File: config.mk
export PLATFORM = sky130hd
export DESIGN_NAME = rd_cpl_tracker
export DESIGN_NICKNAME = d
export VERILOG_FILES = /design/src/rtl/rct_pkg.sv /design/src/rtl/rct_tick.sv /design/src/rtl/rct_pick.sv /design/src/rtl/rct_entry.sv /design/src/rtl/rd_cpl_tracker.sv
export SDC_FILE = /design/constraint.sdc
export NUM_CORES = 1
export LEC_CHECK = 0
export ABC_AREA = 0
export CAP_MARGIN = 15
export CORE_UTILIZATION = 30
export DETAILED_ROUTE_END_ITERATION = 10
export DONT_BUFFER_PORTS = 1
export GPL_TIMING_DRIVEN = 0
export PLACE_DENSITY = 0.43
export SETUP_SLACK_MARGIN = 0.3
export SLEW_MARGIN = 0
export SYNTH_ARGS = -nofsm -noshare
export SYNTH_HDL_FRONTEND = slang
export SYNTH_SLANG_ARGS = --single-unit
File: constraint.sdc
create_clock -name clk -period 5.85 [get_ports clk]
set_input_delay 0 -clock clk [delete_from_list [all_inputs] [get_ports clk]]
set_output_delay 0 -clock clk [all_outputs]
set_load 0.1 [all_outputs]
File: src/rtl/rct_pkg.sv
// Package rct_pkg: shared completion status codes for the read tracker.
// Assumes the three-bit status encoding of the link's completion header.
package rct_pkg;
    localparam logic [2:0] ST_SUCCESS = 3'b000;
    localparam logic [2:0] ST_UNSUPP  = 3'b001;
endpackage

File: src/rtl/rct_tick.sv
// Module rct_tick: free-running prescaler that gives a one-cycle tick every
// DIV cycles, counted from reset. Assumes DIV >= 1.
module rct_tick #(
    parameter int DIV = 125
) (
    input  logic clk,
    input  logic rst_n,
    output logic tick
);
    localparam int CW = (DIV > 1) ? $clog2(DIV) : 1;

    logic [CW-1:0] cnt;

    assign tick = (cnt == CW'(DIV - 1));

    // Count cycles and wrap when the tick fires.
    always_ff @(posedge clk) begin
        if (!rst_n)    cnt <= '0;
        else if (tick) cnt <= '0;
        else           cnt <= cnt + 1'b1;
    end
endmodule

File: src/rtl/rct_pick.sv
// Module rct_pick: finds the lowest set bit of a request vector and returns
// its index. Assumes N <= 2**IW.
module rct_pick #(
    parameter int N  = 8,
    parameter int IW = 3
) (
    input  logic [N-1:0]  req,
    output logic          found,
    output logic [IW-1:0] idx
);
    // Scan from the top down so that the lowest set bit wins.
    always_comb begin
        found = 1'b0;
        idx   = '0;
        for (int i = N - 1; i >= 0; i--) begin
            if (req[i]) begin
                found = 1'b1;
                idx   = IW'(i);
            end
        end
    end
endmodule

File: src/rtl/rct_entry.sv
// Module rct_entry: one table slot that holds a pending flag, the stored
// requester context and a saturating age in ticks. Assumes alloc and retire
// are never both high (alloc only targets a free slot, retire only a busy one).
module rct_entry #(
    parameter int CTX_W = 8,
    parameter int AGE_W = 6,
    parameter int LIMIT = 50
) (
    input  logic             clk,
    input  logic             rst_n,
    input  logic             alloc,
    input  logic [CTX_W-1:0] ctx_in,
    input  logic             retire,
    input  logic             tick,
    output logic             busy,
    output logic [CTX_W-1:0] ctx,
    output logic             expired
);
    logic [AGE_W-1:0] age;

    assign expired = busy && (age == AGE_W'(LIMIT));

    // Claim, release or age the slot.
    always_ff @(posedge clk) begin
        if (!rst_n) begin
            busy <= 1'b0;
            ctx  <= '0;
            age  <= '0;
        end else if (alloc) begin
            busy <= 1'b1;
            ctx  <= ctx_in;
            age  <= '0;
        end else if (retire) begin
            busy <= 1'b0;
        end else if (busy && tick && !expired) begin
            age  <= age + 1'b1;
        end
    end
endmodule

File: src/rtl/rd_cpl_tracker.sv
// Module rd_cpl_tracker: tracks outstanding non-posted reads. It allocates
// tags, matches completion headers, retires finished entries, and pulses
// one of four error classes. Assumes DEPTH is a power of two, so every
// cpl_tag value names a table slot. All reported outputs are registered.
module rd_cpl_tracker
    import rct_pkg::*;
#(
    parameter int DEPTH    = 8,
    parameter int CTX_W    = 8,
    parameter int TICK_DIV = 125,
    parameter int TO_SHORT = 50,
    parameter int TO_LONG  = 50000,
    parameter bit LONG_SEL = 1'b0,
    localparam int TAG_W   = $clog2(DEPTH)
) (
    input  logic             clk,
    input  logic             rst_n,
    input  logic             req_valid,
    input  logic [CTX_W-1:0] req_ctx,
    output logic             req_ready,
    output logic [TAG_W-1:0] req_tag,
    input  logic             cpl_valid,
    input  logic [TAG_W-1:0] cpl_tag,
    input  logic [2:0]       cpl_status,
    input  logic             cpl_poison,
    input  logic             cpl_last,
    output logic             cpl_done,
    output logic [TAG_W-1:0] rsp_tag,
    output logic [CTX_W-1:0] rsp_ctx,
    output logic             err_unexp,
    output logic             err_ur,
    output logic             err_poison,
    output logic             err_timeout,
    output logic [TAG_W-1:0] to_tag
);
    localparam int LIMIT = LONG_SEL ? TO_LONG : TO_SHORT;
    localparam int MAXL  = (TO_LONG > TO_SHORT) ? TO_LONG : TO_SHORT;
    localparam int AGE_W = $clog2(MAXL + 1);

    logic             tick;
    logic [DEPTH-1:0] ent_valid, ent_exp, hit, alloc_v, retire_v, to_cand;
    logic [CTX_W-1:0] ent_ctx [DEPTH];
    logic             free_found, to_found, matched, finish;
    logic [TAG_W-1:0] free_idx, to_idx;

    rct_tick #(.DIV(TICK_DIV)) u_tick (.clk(clk), .rst_n(rst_n), .tick(tick));

    rct_pick #(.N(DEPTH), .IW(TAG_W)) u_free (
        .req(~ent_valid), .found(free_found), .idx(free_idx));

    rct_pick #(.N(DEPTH), .IW(TAG_W)) u_expire (
        .req(to_cand), .found(to_found), .idx(to_idx));

    assign req_ready = free_found;
    assign req_tag   = free_idx;
    assign matched   = cpl_valid && ent_valid[cpl_tag];
    assign finish    = cpl_last || (cpl_status != ST_SUCCESS);

    genvar g;
    generate
        for (g = 0; g < DEPTH; g++) begin : g_slot
            assign hit[g]      = cpl_valid && (cpl_tag == TAG_W'(g)) && ent_valid[g];
            assign to_cand[g]  = ent_exp[g] && !hit[g];
            assign alloc_v[g]  = req_valid && free_found && (free_idx == TAG_W'(g));
            assign retire_v[g] = (hit[g] && finish) ||
                                 (to_found && (to_idx == TAG_W'(g)));
            rct_entry #(.CTX_W(CTX_W), .AGE_W(AGE_W), .LIMIT(LIMIT)) u_ent (
                .clk(clk), .rst_n(rst_n), .alloc(alloc_v[g]), .ctx_in(req_ctx),
                .retire(retire_v[g]), .tick(tick), .busy(ent_valid[g]),
                .ctx(ent_ctx[g]), .expired(ent_exp[g]));
        end
    endgenerate

    // Register the completion verdict and the timeout report as pulses.
    always_ff @(posedge clk) begin
        if (!rst_n) begin
            cpl_done    <= 1'b0;
            err_unexp   <= 1'b0;
            err_ur      <= 1'b0;
            err_poison  <= 1'b0;
            err_timeout <= 1'b0;
            rsp_tag     <= '0;
            rsp_ctx     <= '0;
            to_tag      <= '0;
        end else begin
            cpl_done    <= matched;
            err_unexp   <= cpl_valid && !matched;
            err_ur      <= matched && (cpl_status == ST_UNSUPP);
            err_poison  <= matched && cpl_poison;
            err_timeout <= to_found;
            rsp_tag     <= cpl_tag;
            rsp_ctx     <= ent_ctx[cpl_tag];
            to_tag      <= to_idx;
        end
    end
endmodule

Word level (Yosys, flattened, before mapping)
Index checks and enable logic that the tools add are counted.
W data, S select, Z words.
{"block": "op_classes", "addsub": 9, "mux": 53, "n_eq_ne": 31, "bitwise": 11, "n_lt_le_gt_ge": 2, "n_reduce_logical": 132}
{"op": "$add A16 B1 Y16 const B", "count": 8}
{"op": "$eq A16 B6 Y1 const B", "count": 8}
{"op": "$logic_and A1 B1 Y1", "count": 77}
{"op": "$mux W3", "count": 16}
{"op": "$eq A3 B3 Y1 const B", "count": 12}
{"op": "$mux W1", "count": 33}
{"op": "$bmux W8 S3", "count": 1}
{"op": "$eq A3 B2 Y1 const B", "count": 6}
{"op": "$reduce_or A2 Y1", "count": 9}
{"op": "$logic_not A1 Y1", "count": 17}
{"op": "$mux W8", "count": 2}
{"op": "$reduce_and A2 Y1", "count": 8}
{"op": "$reduce_bool A2 Y1", "count": 8}
{"op": "$eq A3 B1 Y1 const B", "count": 4}
{"op": "$logic_not A3 Y1", "count": 3}
{"op": "$logic_or A1 B1 Y1", "count": 9}
{"op": "$not A1 Y1", "count": 9}
{"op": "$not A8 Y8", "count": 1}
{"op": "$add A7 B1 Y7 const B", "count": 1}
{"op": "$eq A7 B7 Y1 const B", "count": 1}
{"op": "$ge A4 B4 Y1 const B", "count": 1}
{"op": "$lt A3 B4 Y1 const B", "count": 1}
{"op": "$not A3 Y4", "count": 1}
{"op": "$bmux W1 S3", "count": 1}
{"op": "$reduce_bool A3 Y1", "count": 1}
{"block": "totals", "wordCells": 271, "reg_bits": 226, "inputBits": 20}

Logic depth before layout (Yosys ltp)
{"block": "depth", "depth_word": 18, "ltp_mapped": 10, "ltp_nobuf": 8}

Cells and area by module
From an unflattened synthesis, not the netlist that was laid out.
{"block": "unflattened", "hier_cells": 1211, "area_unflattened_um2": 11325.9}
{"mod": "rct_entry", "cells_each": 125, "instances": 8, "area_each_um2": 1176.1}
{"mod": "rd_cpl_tracker", "cells_each": 151, "instances": 1, "area_each_um2": 1450.1}
{"mod": "rct_tick", "cells_each": 34, "instances": 1, "area_each_um2": 306.5}
{"mod": "rct_pick", "cells_each": 13, "instances": 2, "area_each_um2": 80.1}

Least setup slack after synthesis
No wires, ideal clock.
{"block": "synth_path", "kind": "register -> register", "startpoint": "reg g_slot[6].u_ent.busy", "endpoint": "reg g_slot[7].u_ent.age[10]", "path_buffers": 4, "path_stages_with_launch": 11, "setup_slack_ps": 2733, "arrival_time_ps": 3000, "setup_ps": 117, "path_cell_list": "dfxtp_1 > buf_2 > nand2_1 > a31oi_1 > nor2_1 > and3_1 > buf_4 > nand2b_1 > clkbuf_1 > buf_2 > nor2_1"}
{"block": "synth_between", "elab_cells_between_ends": 42, "classes_between": "2 x eq/ne; 28 x mux; 2 x bitwise; 10 x reduce/logical"}
{"element": "start: declaration", "line_no": "rct_entry.sv:15", "rtl": "output logic busy,"}
{"element": "start signal: assignment", "line_no": "rct_entry.sv:26", "rtl": "busy <= 1'b0;"}
{"element": "start signal: assignment", "line_no": "rct_entry.sv:30", "rtl": "busy <= 1'b1;"}
{"element": "start signal: assignment", "line_no": "rct_entry.sv:34", "rtl": "busy <= 1'b0;"}
{"element": "$not A8 Y8", "line_no": "rd_cpl_tracker.sv:49", "rtl": ".req(~ent_valid), .found(free_found), .idx(free_idx));"}
{"element": "$mux W3 (7 in a row)", "line_no": "rct_pick.sv:16", "rtl": "if (req[i]) begin"}
{"element": "via req_tag[1]", "line_no": "rd_cpl_tracker.sv:21", "rtl": "output logic [TAG_W-1:0] req_tag,"}
{"element": "$eq A3 B3 Y1", "line_no": "rd_cpl_tracker.sv:64", "rtl": "assign alloc_v[g] = req_valid && free_found && (free_idx == TAG_W'(g));"}
{"element": "$logic_and A1 B1 Y1", "line_no": "rd_cpl_tracker.sv:64"}
{"element": "$reduce_or A2 Y1 (no source line)"}
{"element": "end signal: assignment", "line_no": "rct_entry.sv:36", "rtl": "age <= age + 1'b1;"}
{"element": "end: declaration", "line_no": "rct_entry.sv:19", "rtl": "logic [AGE_W-1:0] age;"}
The timed path passes the listed nets, and every way through them passes these cells.
A chain may end at the register's enable or synchronous reset.

Worst setup path after layout
{"block": "layout_path", "startpoint": "reg g_slot[7].u_ent.busy", "endpoint": "reg g_slot[4].u_ent.age[12]"}
{"block": "layout_between", "elab_chain_len": 16, "elab_cells_between_ends": 46, "classes_between": "2 x eq/ne; 32 x mux; 2 x bitwise; 10 x reduce/logical"}
{"element": "start: declaration", "line_no": "rct_entry.sv:15"}
{"element": "start signal: assignment", "line_no": "rct_entry.sv:26"}
{"element": "start signal: assignment", "line_no": "rct_entry.sv:30"}
{"element": "start signal: assignment", "line_no": "rct_entry.sv:34"}
{"element": "$logic_and A1 B1 Y1", "line_no": "rd_cpl_tracker.sv:62", "rtl": "assign hit[g] = cpl_valid && (cpl_tag == TAG_W'(g)) && ent_valid[g];"}
{"element": "$logic_not A1 Y1", "line_no": "rd_cpl_tracker.sv:63", "rtl": "assign to_cand[g] = ent_exp[g] && !hit[g];"}
{"element": "$logic_and A1 B1 Y1", "line_no": "rd_cpl_tracker.sv:63"}
{"element": "$mux W3 (8 in a row)", "line_no": "rct_pick.sv:16"}
{"element": "$eq A3 B3 Y1", "line_no": "rd_cpl_tracker.sv:66", "rtl": "(to_found && (to_idx == TAG_W'(g)));"}
{"element": "$logic_and A1 B1 Y1", "line_no": "rd_cpl_tracker.sv:66"}
{"element": "$logic_or A1 B1 Y1", "line_no": "rd_cpl_tracker.sv:65", "rtl": "assign retire_v[g] = (hit[g] && finish) ||"}
{"element": "$not A1 Y1 (no source line)"}
{"element": "$reduce_and A2 Y1 (no source line)"}
{"element": "end signal: assignment", "line_no": "rct_entry.sv:36"}
{"element": "end: declaration", "line_no": "rct_entry.sv:19"}
Several ways; a longest one is shown, not always the timed one.

==> flow_summary.toml <==
[run_status]
status = "finished clean"

[synthesis]
syn_avg_cell_area_um2 = 9.05
synth_mux_area_share_pct = 7.55
dominantRegCellSynth = "dfxtp_1"
synth_nets = 1246
synth_top_family_by_area = "simple AND/OR/NAND/NOR gates"
synth.area.top_cells = "dfxtp_1, nor2_1, xor2_1, xnor2_1, mux2i_1"
yosysMostFrequentCell = "dfxtp_1"
syn_area_um2 = 10900
synthXorXnorAreaFrac_pct = 9.05
syn_inst = 1208
ys_types = 64
synth-seq-cells = 226
yosysTopAreaCell = "dfxtp_1"
synthAdderAreaFrac_pct = 2.06
synth-simple-area-share_pct = 28.9
ys_warn_count = 0
yosysSeqAreaShare_pct = 41.4
synth-compound-area-share_pct = 7.48
async_flop_share_pct = 0
synth-edff-count = 0
synth_common_cells = "dfxtp_1, nor2_1, nand2_1"
synth_top_area_share_pct = 41.4

[flow_run]
cap_viol_max_count = 0

[sta]
fmax_ghz = 0.340
final.min_clock_period_ns = 2.94
rsz0062_at_grt = "no"
final.period_utilization_pct = 50.3
relSlewSlack_pct = 34.1
worst_slew_pin_slew_ns = 0.988
hold-worst-slack_ns = 0.0214
clock-skew-final_ns = 0.0244
finalSetupViolations = 0
fin_setup_tns_ns = 0
drv_slew = 0
hold_violations = 0

[detailed_routing]
first_pass_iters = 4
drt_wl_total_um = 29600
wl_per_cell_um = 17.0
via_per_inst = 4.92
drtIter0Drc = 477
ant_nets = 0
num_vias = 8592
drc_errors = 0

[critical_path]
critPathMaxStageDelay_ns = 0.65
crit_chain = "nand2b_1 -> a21boi_0 -> o21a_1 -> o21ai_1 -> inv_1 -> o21ai_1 -> buf_2 -> nor2_1"
setup.worst_path.class = "register to register"
cp_common_cell = "o21ai_1"
crit_slowest_cell = "o21ai_1"
cp-start-kind = "register"
cp-end-kind = "register"
worstPathMaxFanout = 10
required_ns = 6.28
cp.arrival_ns = 3.37

[placement]
dpl.cell_count = 1673
portBuffers = 0
dpl.hpwl_um = 20400
placed_area_um2 = 11600
gp_congestion = 0.753

[clocking]
clkSinkCount = 226
cts-htree-levels = 1
clk_latency_ns = 0.56
cts_tree = "built"
cts.clk_slew.worst_paths_ns = 0.06
clockBufferDepth = 3
cts_buffers = 28
clockRootBuffer = "clkbuf_16"

[die]
fp.dieH_um = 193
design.die.area_um2 = 37200
io_pins = 43
core-area_um2 = 35700
start_util_pct = 30.6
num_rows = 69
die_x_um = 193

[finish]
fill_cells = 3775
nNetsFinal = 1302
postLayoutCellArea_um2 = 12700
syn_to_final_growth_pct = 16.3
drive_gt1_share_pct = 8.18
final_cells = 1746

[global_route]
grt_max_degree = 15
grt_use_total_pct = 16.5
antenna_found_initial = 1
grt_pass1_wl_um = 48300
overflow = 0
grt_pass1_vias = 8595

[pwr]
p_leak_nw = 4.31
p_per_area_nw_per_um2 = 267
max-vdd-ir-drop_v = 0.000207
p_total_mw = 3.39

[hold_path]
min_path_type = "input pin to register"
-- sequential cells by signal (all words and copies together), names as in the netlist --
| signal | count |
|---|---|
| u_tick.cnt | 7 |
| err_timeout | 1 |
| err_poison | 1 |
| to_tag | 3 |
| err_unexp | 1 |
| g_slot.u_ent.age | 128 |
| rsp_ctx | 8 |
| err_ur | 1 |
| g_slot.u_ent.ctx | 64 |
| cpl_done | 1 |
| g_slot.u_ent.busy | 8 |
| rsp_tag | 3 |
-- stage by stage --
| stage | utilization [%] | setup slack (ns) |
|---|---|---|
| 2_1_floorplan | - | 2.73 |
| 3_3_place_gp | 32.2 | 2.03 |
| 3_5_place_dp | 32.5 | 2.91 |
| 4_1_cts | 35.6 | 2.88 |
| 5_1_grt | 35.6 | 2.69 |
| 6_report | 35.6 | 2.91 |
-- worst paths after layout --
kind	startpoint	to	slack [ns]	depth (start not counted)
worst min-delay path	cpl_tag[2]	g_slot[3].u_ent.busy$_SDFFE_PN0P_	0.02	4
worst max-delay path	g_slot[7].u_ent.busy$_SDFFE_PN0P_	g_slot[4].u_ent.age[12]$_SDFFE_PP0P_	2.91	8
worst max register to register	g_slot[7].u_ent.busy$_SDFFE_PN0P_	g_slot[4].u_ent.age[12]$_SDFFE_PP0P_	2.91	8
worst min register to register	g_slot[2].u_ent.ctx[2]$_SDFFE_PN0P_	g_slot[2].u_ent.ctx[2]$_SDFFE_PN0P_	0.46	2
-- power by group --
group | total (mW) | leakage [nW] | switching [mW] | internal (mW)
clock | 1.67 | 0.442 | 0.682 | 0.991
sequential | 1.58 | 1.82 | 0.0254 | 1.55
combinational | 0.146 | 2.05 | 0.0964 | 0.0492
-- cell usage in the layout, fill, tap and decap left out, types with 9 or more instances in the layout --
master / netlist / layout
buf_2: 10 / 10
xnor2_1: 56 / 56
and2_1: 23 / 23
nand2_1: 97 / 97
clkbuf_16: 0 / 28
dfxtp_1: 226 / 226
dlygate4sd3_1: 0 / 22
nor2b_1: 47 / 47
nor3_1: 31 / 30
nor2_1: 146 / 145
mux2i_1: 42 / 42
and4_1: 23 / 23
inv_1: 37 / 37
clkbuf_8: 0 / 9
o21ai_0: 27 / 27
and3_1: 20 / 20
or3_1: 10 / 10
nand4_1: 54 / 54
nor4_1: 24 / 24
mux4_2: 18 / 18
a21boi_0: 29 / 29
xor2_1: 57 / 57
clkbuf_1: 42 / 49
nor4bb_1: 12 / 12
ha_1: 18 / 18
nand3_1: 44 / 44
a21oi_1: 17 / 17
-- kinds of logic (layout without fill, tap and decap cells) --
group | after synthesis | after routing
mux | 60 | 60
other cells | 0 | 1
simple gates | 573 | 573
fa+ha+maj | 18 | 18
xor+xnor | 113 | 113
compound gates | 120 | 120
flops | 226 | 226
buf+inv | 98 | 174
-- per-layer routing --
metal  global-route usage (%)  up-vias  wire (µm)
li1                         -     4353          -
met1                     22.8     4096      14600
met2                     27.0      102      13400
met3                     2.40       41        945
met4                     3.79        0        680
met5                        0        -          0
-- worst max-delay path, delay by kind of cell, from the launching register on --
family          cells  cell delay (ns)
buf+inv             2             0.48
compound gates      4             1.63
flops               1             0.48
simple gates        2             0.21
-- repair_timing --
action | in CTS | in global routing
buffers inserted | 0 | 0
hold buffers | 22 | 0
gates resized for setup | 0 | 0
endpoints found under the hold margin | 92 | 0
endpoints found under the setup margin | 0 | 0
-- area by class of cell --
cell class,instances,area [µm²],area share [%]
multi-input combinational,884,6030,47.4
clock buffer,45,855,6.72
tap,461,577,4.54
clock inverter,5,36.3,0.285
sequential,226,4520,35.6
buffer,61,250,1.97
timing repair buffer,26,307,2.41
antenna,1,2.50,0.0197
inverter,37,139,1.09
Note: power is estimated with default switching activity, not from simulation.
